$ cat src/rtl/mcc_pkg.sv
package mcc_pkg;

    localparam int XLEN     = 32;
    localparam int NREGS    = 32;
    localparam int RIDX_W   = $clog2(NREGS);
    localparam int IMM13_W  = 13;
    localparam int IMM22_W  = 22;
    localparam int LOW_W    = XLEN - IMM22_W;
    localparam int CC_W     = 4;

    localparam logic [1:0] FMT_SETHI = 2'b00;
    localparam logic [1:0] FMT_ALU   = 2'b10;
    localparam logic [1:0] FMT_MEM   = 2'b11;
    localparam logic [2:0] OP2_SETHI = 3'b100;
    localparam logic [5:0] OP3_LOAD  = 6'b000000;
    localparam logic [5:0] OP3_STORE = 6'b000100;
    localparam logic [5:0] OP3_ANDCC = 6'b010001;

    typedef enum logic [2:0] {
        ST_FETCH, ST_LDIR, ST_DECODE, ST_EXEC, ST_WBACK, ST_HALT
    } state_e;

    typedef enum logic [2:0] {
        OP_HALT, OP_LOAD, OP_STORE, OP_SETHI, OP_ANDCC, OP_BAD
    } opkind_e;

    typedef struct packed {
        opkind_e               kind;
        logic [RIDX_W-1:0]     rd;
        logic [RIDX_W-1:0]     rs1;
        logic [RIDX_W-1:0]     rs2;
        logic                  use_imm;
        logic [XLEN-1:0]       simm;
        logic [IMM22_W-1:0]    imm22;
    } dec_t;

    typedef struct packed {
        logic n;
        logic z;
        logic v;
        logic c;
    } ccodes_t;

    function automatic dec_t decode_word(input logic [XLEN-1:0] w);
        dec_t d;
        d.rd      = w[29:25];
        d.rs1     = w[18:14];
        d.rs2     = w[4:0];
        d.use_imm = w[13];
        d.simm    = {{(XLEN-IMM13_W){w[IMM13_W-1]}}, w[IMM13_W-1:0]};
        d.imm22   = w[IMM22_W-1:0];
        d.kind    = OP_BAD;
        if (w == '0) begin
            d.kind = OP_HALT;
        end else begin
            case (w[31:30])
                FMT_SETHI: if (w[24:22] == OP2_SETHI) d.kind = OP_SETHI;
                FMT_ALU:   if (w[24:19] == OP3_ANDCC) d.kind = OP_ANDCC;
                FMT_MEM: begin
                    if (w[24:19] == OP3_LOAD)       d.kind = OP_LOAD;
                    else if (w[24:19] == OP3_STORE) d.kind = OP_STORE;
                end
                default: d.kind = OP_BAD;
            endcase
        end
        return d;
    endfunction

endpackage

$ cat src/rtl/mcc_decoder.sv
module mcc_decoder
    import mcc_pkg::*;
(
    input  logic [XLEN-1:0] instr,
    output dec_t            dec
);
    always_comb dec = decode_word(instr);
endmodule

$ cat src/rtl/mcc_regfile.sv
module mcc_regfile #(
    parameter int N = 32,
    parameter int W = 32,
    localparam int AW = $clog2(N)
) (
    input  logic          clk,
    input  logic          rst,
    input  logic          we,
    input  logic [AW-1:0] waddr,
    input  logic [W-1:0]  wdata,
    input  logic [AW-1:0] raddr_a,
    output logic [W-1:0]  rdata_a,
    input  logic [AW-1:0] raddr_b,
    output logic [W-1:0]  rdata_b
);
    logic [W-1:0] regs [1:N-1];

    always_ff @(posedge clk) begin
        if (rst) begin
            for (int i = 1; i < N; i++) regs[i] <= '0;
        end else if (we && waddr != '0) begin
            regs[waddr] <= wdata;
        end
    end

    always_comb begin
        rdata_a = (raddr_a == '0) ? '0 : regs[raddr_a];
        rdata_b = (raddr_b == '0) ? '0 : regs[raddr_b];
    end
endmodule

$ cat src/rtl/mcc_alu.sv
module mcc_alu
    import mcc_pkg::*;
(
    input  opkind_e            kind,
    input  logic [XLEN-1:0]    opa,
    input  logic [XLEN-1:0]    opb,
    input  logic [IMM22_W-1:0] imm22,
    output logic [XLEN-1:0]    result,
    output ccodes_t            cc
);
    always_comb begin
        if (kind == OP_SETHI) result = {imm22, {LOW_W{1'b0}}};
        else                  result = opa & opb;
        cc.n = result[XLEN-1];
        cc.z = (result == '0);
        cc.v = 1'b0;
        cc.c = 1'b0;
    end
endmodule

$ cat src/rtl/mcc_core.sv
module mcc_core
    import mcc_pkg::*;
(
    input  logic            clk,
    input  logic            rst,
    output logic [XLEN-1:0] mem_addr,
    output logic [XLEN-1:0] mem_wdata,
    output logic            mem_we,
    input  logic [XLEN-1:0] mem_rdata,
    output logic            halted,
    output logic            fault,
    output logic [CC_W-1:0] cc_flags
);
    state_e          state_q;
    logic [XLEN-1:0] pc_q, ir_q, ea_q;
    ccodes_t         cc_q;
    logic            fault_q;

    dec_t            dec;
    logic [XLEN-1:0] rd_a, rd_b, opb, alu_res, ea_calc;
    logic [RIDX_W-1:0] raddr_b;
    ccodes_t         alu_cc;
    logic            rf_we;
    logic [XLEN-1:0] rf_wdata;
    logic            is_mem;

    mcc_decoder u_dec (.instr(ir_q), .dec(dec));

    assign is_mem  = (dec.kind == OP_LOAD) || (dec.kind == OP_STORE);
    assign raddr_b = (state_q == ST_EXEC && dec.kind == OP_STORE) ? dec.rd : dec.rs2;

    mcc_regfile #(.N(NREGS), .W(XLEN)) u_rf (
        .clk(clk), .rst(rst),
        .we(rf_we), .waddr(dec.rd), .wdata(rf_wdata),
        .raddr_a(dec.rs1), .rdata_a(rd_a),
        .raddr_b(raddr_b), .rdata_b(rd_b)
    );

    assign opb     = dec.use_imm ? dec.simm : rd_b;
    assign ea_calc = rd_a + opb;

    mcc_alu u_alu (
        .kind(dec.kind), .opa(rd_a), .opb(opb), .imm22(dec.imm22),
        .result(alu_res), .cc(alu_cc)
    );

    always_comb begin
        rf_we    = 1'b0;
        rf_wdata = alu_res;
        if (state_q == ST_EXEC && (dec.kind == OP_SETHI || dec.kind == OP_ANDCC))
            rf_we = 1'b1;
        if (state_q == ST_WBACK) begin
            rf_we    = 1'b1;
            rf_wdata = mem_rdata;
        end
    end

    always_comb begin
        mem_addr  = pc_q;
        mem_we    = 1'b0;
        mem_wdata = rd_b;
        if (state_q == ST_EXEC && is_mem) begin
            mem_addr = ea_q;
            mem_we   = (dec.kind == OP_STORE);
        end
    end

    always_ff @(posedge clk) begin
        if (rst) begin
            state_q <= ST_FETCH;
            pc_q    <= '0;
            ir_q    <= '0;
            ea_q    <= '0;
            cc_q    <= '0;
            fault_q <= 1'b0;
        end else begin
            case (state_q)
                ST_FETCH: state_q <= ST_LDIR;
                ST_LDIR: begin
                    ir_q    <= mem_rdata;
                    pc_q    <= pc_q + XLEN'(4);
                    state_q <= ST_DECODE;
                end
                ST_DECODE: begin
                    ea_q <= ea_calc;
                    case (dec.kind)
                        OP_HALT: state_q <= ST_HALT;
                        OP_BAD: begin
                            fault_q <= 1'b1;
                            state_q <= ST_HALT;
                        end
                        OP_LOAD, OP_STORE: begin
                            if (ea_calc[1:0] != 2'b00) begin
                                fault_q <= 1'b1;
                                state_q <= ST_HALT;
                            end else begin
                                state_q <= ST_EXEC;
                            end
                        end
                        default: state_q <= ST_EXEC;
                    endcase
                end
                ST_EXEC: begin
                    if (dec.kind == OP_ANDCC) cc_q <= alu_cc;
                    state_q <= (dec.kind == OP_LOAD) ? ST_WBACK : ST_FETCH;
                end
                ST_WBACK: state_q <= ST_FETCH;
                default:  state_q <= ST_HALT;
            endcase
        end
    end

    assign halted   = (state_q == ST_HALT);
    assign fault    = fault_q;
    assign cc_flags = cc_q;

    AST_PC_STEP: assert property (@(posedge clk) disable iff (rst)
        (state_q == ST_LDIR) |=> (pc_q == $past(pc_q) + XLEN'(4)));

    AST_ALIGNED_WRITE: assert property (@(posedge clk) disable iff (rst)
        mem_we |-> (mem_addr[1:0] == 2'b00));

    AST_FAULT_HALTS: assert property (@(posedge clk) disable iff (rst)
        fault |-> halted);

    AST_HALT_STICKY: assert property (@(posedge clk) disable iff (rst)
        halted |=> halted);

    AST_HALT_QUIET: assert property (@(posedge clk) disable iff (rst)
        halted |-> !mem_we);

    AST_CC_HOLD: assert property (@(posedge clk) disable iff (rst)
        (state_q != ST_EXEC) |=> $stable(cc_flags));

    AST_CC_LOGIC: assert property (@(posedge clk) disable iff (rst)
        (cc_flags[1:0] == 2'b00));
endmodule

$ cat config.mk
export PLATFORM = sky130hd
export DESIGN_NAME = mcc_core
export DESIGN_NICKNAME = d
export VERILOG_FILES = /design/src/rtl/mcc_pkg.sv /design/src/rtl/mcc_decoder.sv /design/src/rtl/mcc_regfile.sv /design/src/rtl/mcc_alu.sv /design/src/rtl/mcc_core.sv
export SDC_FILE = /design/constraint.sdc
export NUM_CORES = 2
export LEC_CHECK = 0
export CAP_MARGIN = 10
export CORE_ASPECT_RATIO = 0.6
export CORE_MARGIN = 8
export CORE_UTILIZATION = 55
export CTS_CLUSTER_DIAMETER = 150
export DETAILED_ROUTE_END_ITERATION = 7
export DONT_BUFFER_PORTS = 1
export PLACE_DENSITY = 0.73
export SLEW_MARGIN = 20
export SYNTH_ARGS = -nofsm -noshare
export SYNTH_HDL_FRONTEND = slang
export SYNTH_SLANG_ARGS = --single-unit
$ cat constraint.sdc
create_clock -name clk -period 5.2 [get_ports clk]
set_input_delay 0.26 -clock clk [delete_from_list [all_inputs] [get_ports clk]]
set_output_delay 0.26 -clock clk [all_outputs]
set_load 0.05 [all_outputs]
Word level (Yosys, flattened, before mapping)
Memories as Yosys holds them, arrays and structs flattened. A register that Yosys moved wholly into a read port is not among the register bits. Cells that the tools add are included.

Memories kept: 1. Output and inout port bits: 71. Memory bits (writable): 992. Logic and storage cells: 81. Bits in registers: 102.

Add/subtract/negate cells: 2. Reduce and logical (&&, ||, !) cells: 22. Multiplexer cells: 32. Bitwise operators: 1. Equality and inequality tests: 16.

Memories: u_rf.regs (words 31, width 32, read ports 2, clocked after Yosys merged registers in 1, write ports 31, RTL line mcc_regfile.sv:16) `logic [W-1:0] regs [1:N-1];`.

Operators by type and width (number): 32-bit 2-to-1 mux (7); 32-bit zero test (2); 32-bit by 3-bit adder with 32-bit output, second input constant (1); 32-bit adder (1); 32-bit AND (1); 32-bit OR reduction (1); 5-bit 2-to-1 mux (4); 3-bit 2-to-1 mux (6); 3-bit equality test, second input constant (5); 3-bit case mux with 5 select lines (1); 3-bit by 2-bit equality test with 1-bit output, second input constant (4); 1-bit 2-to-1 mux (11); 5-bit zero test (2); 3-bit case mux with 3 select lines (1); 3-bit by 1-bit equality test with 1-bit output, second input constant (2); 6-bit by 3-bit equality test with 1-bit output, second input constant (1); 6-bit by 5-bit equality test with 1-bit output, second input constant (1); 3-bit zero test (2); 6-bit zero test (1); 3-bit case mux with 2 select lines (1); 5-bit nonzero test (1); 2-bit equality test, second input constant (2); 1-bit logical AND (4); 2-bit nonzero test (2); other kinds (7) (9).

Depth between registers and ports, before layout
Depth in word-level cells: 16. Depth in mapped cells: 24. Gate-level depth less buffers: 20.

By module
A second synthesis with hierarchy kept.

Cells, all modules: 4565. Area total of the unflattened synthesis: 62433.6 um^2.

Modules (own cells, without submodules): mcc_regfile (instances 1, seq. area each 30749.5 um^2, area an instance 54225.8 um^2, cells each 3500); mcc_core (instances 1, seq. area each 2042.0 um^2, area an instance 6852.8 um^2, cells each 856); mcc_alu (instances 1, seq. area each 0.0 um^2, area an instance 683.2 um^2, cells each 119); mcc_decoder (instances 1, seq. area each 0.0 um^2, area an instance 671.9 um^2, cells each 90).

Worst setup path before layout
OpenSTA, ideal clock, no wires.

Kind: register to register. Start point: register ir_q[24]. End point: register ea_q[31]. Setup time: 0.117 ns. Data required time: 5.083 ns. Arrival: 5.480 ns. Cell stages (with the launch flop): 21. Slack: -0.397 ns. Period minus slack after synthesis: 5.597 ns. Path through: dfxtp_1 -> and4bb_1 -> nand4_1 -> buf_6 -> inv_1 -> mux2_4 -> a21o_1 -> buf_2 -> a31oi_1 -> o211ai_1 -> o22ai_1 -> mux2_2 -> ha_1 -> a41oi_1 -> o221ai_1 -> a31o_2 -> a311o_1 -> nand4_1 -> a21oi_1 -> or4_1 -> a32o_1.

Longest elaborated chain between the ends: 12. Elaborated cells on any way between the ends: 19. Those cells by class: add/sub: 1; eq/ne: 4; mux: 9; reduce/logical: 4; memory: 1.

RTL lines: from (decl) (RTL line mcc_core.sv:15) `logic [XLEN-1:0] pc_q, ir_q, ea_q;`; from (signal assigned) (RTL line mcc_core.sv:80) `ir_q <= mem_rdata;`; 6-bit by 3-bit equality test with 1-bit output (RTL line mcc_pkg.sv:61) `else if (w[24:19] == OP3_STORE) d.kind = OP_STORE;`; 3-bit 2-to-1 mux (RTL line mcc_pkg.sv:61); 3-bit 2-to-1 mux (RTL line mcc_pkg.sv:60) `if (w[24:19] == OP3_LOAD) d.kind = OP_LOAD;`; 3-bit case mux with 3 select lines (RTL line mcc_pkg.sv:56) `case (w[31:30])`; 3-bit 2-to-1 mux (*) (RTL line mcc_pkg.sv:53) `if (w == '0) begin`; 3-bit by 2-bit equality test with 1-bit output (*) (RTL line mcc_core.sv:30) `assign raddr_b = (state_q == ST_EXEC && dec.kind == OP_STORE) ? dec.rd : dec.rs2;`; 1-bit logical AND (*) (RTL line mcc_core.sv:30); 5-bit 2-to-1 mux (*) (RTL line mcc_core.sv:30); memory read 31 x 32 bit / 5-bit zero test (equally long branches); 32-bit 2-to-1 mux (*) (RTL line mcc_regfile.sv:28) `rdata_b = (raddr_b == '0) ? '0 : regs[raddr_b];`; via mem_wdata[7] (RTL line mcc_core.sv:7) `output logic [XLEN-1:0] mem_wdata,`; 32-bit 2-to-1 mux (*) (RTL line mcc_core.sv:39) `assign opb = dec.use_imm ? dec.simm : rd_b;`; 32-bit adder (*) (RTL line mcc_core.sv:40) `assign ea_calc = rd_a + opb;`; to (signal assigned) (RTL line mcc_core.sv:85) `ea_q <= ea_calc;`; to (decl) (RTL line mcc_core.sv:15).

The timed path passes the listed nets; every way through them passes the cells marked *. A chain may end at the register's enable or synchronous reset.

Final worst setup path
Start point: register ir_q[19]. End point: register ea_q[29].

Longest elaborated chain between the ends: 12. Elaborated cells on any way between the ends: 17. Those cells by class: add/sub: 1; eq/ne: 3; mux: 8; reduce/logical: 4; memory: 1.

RTL lines (RTL line): 6-bit by 3-bit equality test with 1-bit output (mcc_pkg.sv:61); 3-bit 2-to-1 mux (mcc_pkg.sv:61); 3-bit 2-to-1 mux (mcc_pkg.sv:60); 3-bit case mux with 3 select lines (mcc_pkg.sv:56); 3-bit 2-to-1 mux (*) (mcc_pkg.sv:53); 3-bit by 2-bit equality test with 1-bit output (*) (mcc_core.sv:30); 1-bit logical AND (*) (mcc_core.sv:30); 5-bit 2-to-1 mux (*) (mcc_core.sv:30); memory read 31 x 32 bit / 5-bit zero test (equally long branches); 32-bit 2-to-1 mux (*) (mcc_regfile.sv:28); 32-bit 2-to-1 mux (*) (mcc_core.sv:39); 32-bit adder (*) (mcc_core.sv:40).

Every way passes the cells marked *; elsewhere a longest branch is shown, timed or not.

==> impl_results.md <==
- Cell Rows: between 90 and 100
- Detail Route Antenna Nets: 0
- Crit-path most repeated cell: buf_4
- Flop pwr share: 43.0%
- Crit path kind: flip-flop to flip-flop
- Part of the power in the clock network: 32.6%
- Req. time, crit path: 5.84 ns
- Design area: 0.06868 mm²
- Min-delay src: mem_rdata[5]
- Ports: 105
- Max clock buf depth: 3
- Vias in the first global route: roughly 46000
- Ys Warns: 0
- Upper clock frequency limit: around 180 MHz
- Slew @ Worst Pin: between 1 and 1.5 ns
- Worst Setup Slack, final: -0.2360 ns
- Final Hold Fails: 0
- Die X: 440.1 µm
- Remaining Overflow, GRT: 0
- GPL Wtd Cong: between 1 and 1.5
- CTS buffer count: 102
- Maximum VDD drop: 254.4 µV
- Drt pass-1 iters: 6
- Critical path's top delay family: compound AO/OA/AOI/OAI gates
- Worst r2r dst: ea_q[29]
- H-tree levels: 3
- Pleak: 23.15 nW
- Port Buffers: 0
- Routed via count: 48370
- Max-cap viol count: 0
- Layout Nets: about 5300
- WP buf/inv: 8
- Most common cell after layout, fill and taps aside: nor2_1
- RSZ-0062 raised after global routing: true
- Reg clk slew, reported paths: around 0.07 ns
- Setup TNS: -0.4520 ns
- #FFs+latches synth: 1129
- Crit. End Element: flip-flop
- Clk_lat worst skew: 0.75 ns
- Area growth syn-to-layout: 15.71%
- Critical path arrival: around 6 ns
- Violated checks: setup timing
- Util after Layout: 64.08%
- Clock sink total: 1129
- CP Max Fanout: 10
- Mapped cell area: approximately 0.06 mm²
- Global-route wire length before repair: 323.7 mm
- Core Footprint: 0.1072 mm²
- Layout cells sized above 1: 22.42%
- Post-detail-place hpwl: ~150 mm
- Switching power: around 7.6 mW
- Final min period: 5.436 ns
- Power density over the cells: 356.1 mW/mm²
- Sw Share: 31.00%
- P_int: about 17 mW
- CTS tree: built
- Max Slew Vio Count: 0
- Sequential fraction of the synthesis area: 55.35%
- Initial antenna violation count: 2
- Final Non-Filler Cells: 6794
- Status: complete, but fails checks
- Starting DRC count in detailed routing: 9808
- Worst r2r path cells: 25
- CTS root buf: clkbuf_16
- Mapped Cells: roughly 5000
- Fillers: a little under 8000
- Clk_skew: between 0.03 and 0.04 ns
- Initial core utilization: 55.38%
- Syn Area/Cell: ~12 µm²
- Die area: 0.1190 mm²
- Largest net degree at the start of global routing: 107
- Worst hold stages: 3
- Asr flop ratio synth: 0%
- WL/cell: 33.89 µm
- Worst hold margin: 0.02303 ns
- Max stage delay on crit path: 0.41 ns
- Synth cell types: 69
- Logic pwr share: approximately 24%
- DP Area: between 0.06 and 0.07 mm²
- Commonest non-fill, non-tap cells in the layout: 1089 x nor2_1, 1024 x edfxtp_1, 562 x nand2_1
- EDFF count, synth: 1024
- Final setup vio count: 4
- Slew Limit Headroom: a little under a quarter
- Placed insts: 6540
- WHS Endpoint: u_rf.regs[0][5]
- CP startpoint kind: flip-flop
- CP max-delay cell: o211ai_1
- R2R Setup Slk: -0.24 ns
- DR vias/cell: 7.120
- Top FF cell, synth: edfxtp_1
- Reg-to-Reg Start: ir_q[19]
- Final worst path period share: 104.5%
- Tot GR Track Use: 37.36%
- Final wirelength: 230.2 mm
- DRC violations left: 0
- Chip Height: approximately 270 µm
- Worst min-delay path class: primary input to flip-flop
[per-stage QoR]
stage / total power, mW / setup WS (ns)
2_1_floorplan: 13.82 / -0.01159
3_3_place_gp: 16.09 / -0.1154
3_5_place_dp: 16.17 / -0.1937
4_1_cts: 24.03 / -0.01594
5_1_grt: 24.93 / -0.2966
6_report: 24.45 / -0.2360
[layout make-up]
type / instances / area, µm² / share of cell area [%]
clock inverter: 56 / 563.0 / 0.8199
antenna: 3 / 7.507 / 0.01093
clock buffer: 135 / 2863 / 4.168
tap: 1425 / 1783 / 2.596
multi-input combinational: 3465 / 25210 / 36.71
inverter: 54 / 202.7 / 0.2951
sequential: 1129 / 32870 / 47.86
timing repair buffer: 527 / 5174 / 7.534
[logic make-up after synthesis]
| family | Yosys count | share of synthesized area [%] |
|---|---|---|
| other cells | 1 | 0.006318 |
| fa+ha+maj | 34 | 0.7294 |
| xor+xnor | 46 | 0.6788 |
| mux | 700 | 18.70 |
| simple gates | 2012 | 13.93 |
| buf+inv | 534 | 3.765 |
| compound gates | 638 | 6.839 |
| flops | 1129 | 55.35 |
[timing repair]
action | CTS | global route
gates resized for setup | 23 | 52
setup buffers | 12 | 7
pin swaps | 11 | 11
setup endpoints to repair | 7 | 13
cloned | 2 | 3
hold buffers | 37 | 0
endpoints found under the hold margin | 510 | 0
[Yosys cell counts (3+ instances only)]
cell         n  area (µm²)
a211oi_1    10       75.07
a21o_1      11       82.58
a21oi_1    259        1296
a22oi_1    157        1179
a31o_2       3       26.28
a31oi_1     42       262.8
a32oi_1     32       280.3
and2_1       4       25.02
and3_1      15       93.84
and4_1       3       26.28
buf_1       40       150.1
buf_2       82       410.4
buf_4       18       135.1
buf_6        8       90.09
clkbuf_1   332        1246
dfxtp_1    105        2102
edfxtp_1  1024       30750
ha_1        33       412.9
inv_1       54       202.7
mux2_2      44       495.5
mux2_4       3       45.04
mux2i_1    331        3313
mux4_2     320        7207
nand2_1    594        2230
nand2b_1    43       269.0
nand3_1    133       665.6
nand3b_1     4       30.03
nand4_1     50       312.8
nand4b_1     3       26.28
nor2_1    1091        4095
nor2b_1     10       62.56
nor3_1      20       100.1
nor3b_1      6       45.04
nor4_1      13       81.33
o211ai_1    28       210.2
o21a_1      20       150.1
o21ai_0     25       125.1
o22ai_1     32       200.2
or3_1        9       56.30
or4_1        3       22.52
xnor2_1     23       201.4
xor2_1      23       201.4
[routing by layer]
layer,global-route usage [%],routed length [µm]
met4,18.64,14650
met5,0,11
met2,48.57,88680
met1,52.38,81390
met3,16.93,45490
[registers in the layout, summed over array words and instances, names as in the netlist, named ones only]
register and flops:
cc_flags 2, ea_q 32, fault 1, ir_q 32, pc_q 30, state_q 3
u_rf.regs 1024
[worst reg2reg max path, delay by kind of cell (launching register included)]
kind                     cells  cell delay (ns)
AO/OA/AOI/OAI                8             1.82
buffers and inverters        8             1.36
AND/OR/NAND/NOR              5             0.97
XOR/XNOR                     1             0.09
adder cells (fa/ha/maj)      1             0.32
multiplexers                 2             0.49
flip-flops                   1             0.32
[worst max path at each step]
stage | startpoint | end | slack, ns | cells after the start
after CTS | ir_q[19] | ea_q[31] | -0.02 | 22
final | ir_q[19] | ea_q[29] | -0.24 | 25
after global placement | ir_q[24] | ea_q[31] | -0.12 | 21
after detailed placement | ir_q[24] | ea_q[31] | -0.19 | 21
after global routing | ir_q[19] | ea_q[29] | -0.30 | 26
after floorplan | ir_q[24] | ea_q[31] | -0.01 | 20
[power groups by stage]
stage / sequential [mW] / clock, mW / combinational, mW
4_1_cts: 10.5 / 7.93 / 5.62
5_1_grt: 10.5 / 8.30 / 6.10
3_5_place_dp: 10.7 / 0 / 5.50
3_3_place_gp: 10.7 / 0 / 5.44
2_1_floorplan: 10.5 / 0 / 3.27
6_report: 10.5 / 7.98 / 5.97
No activity file was read; power rests on OpenSTA's default activity.
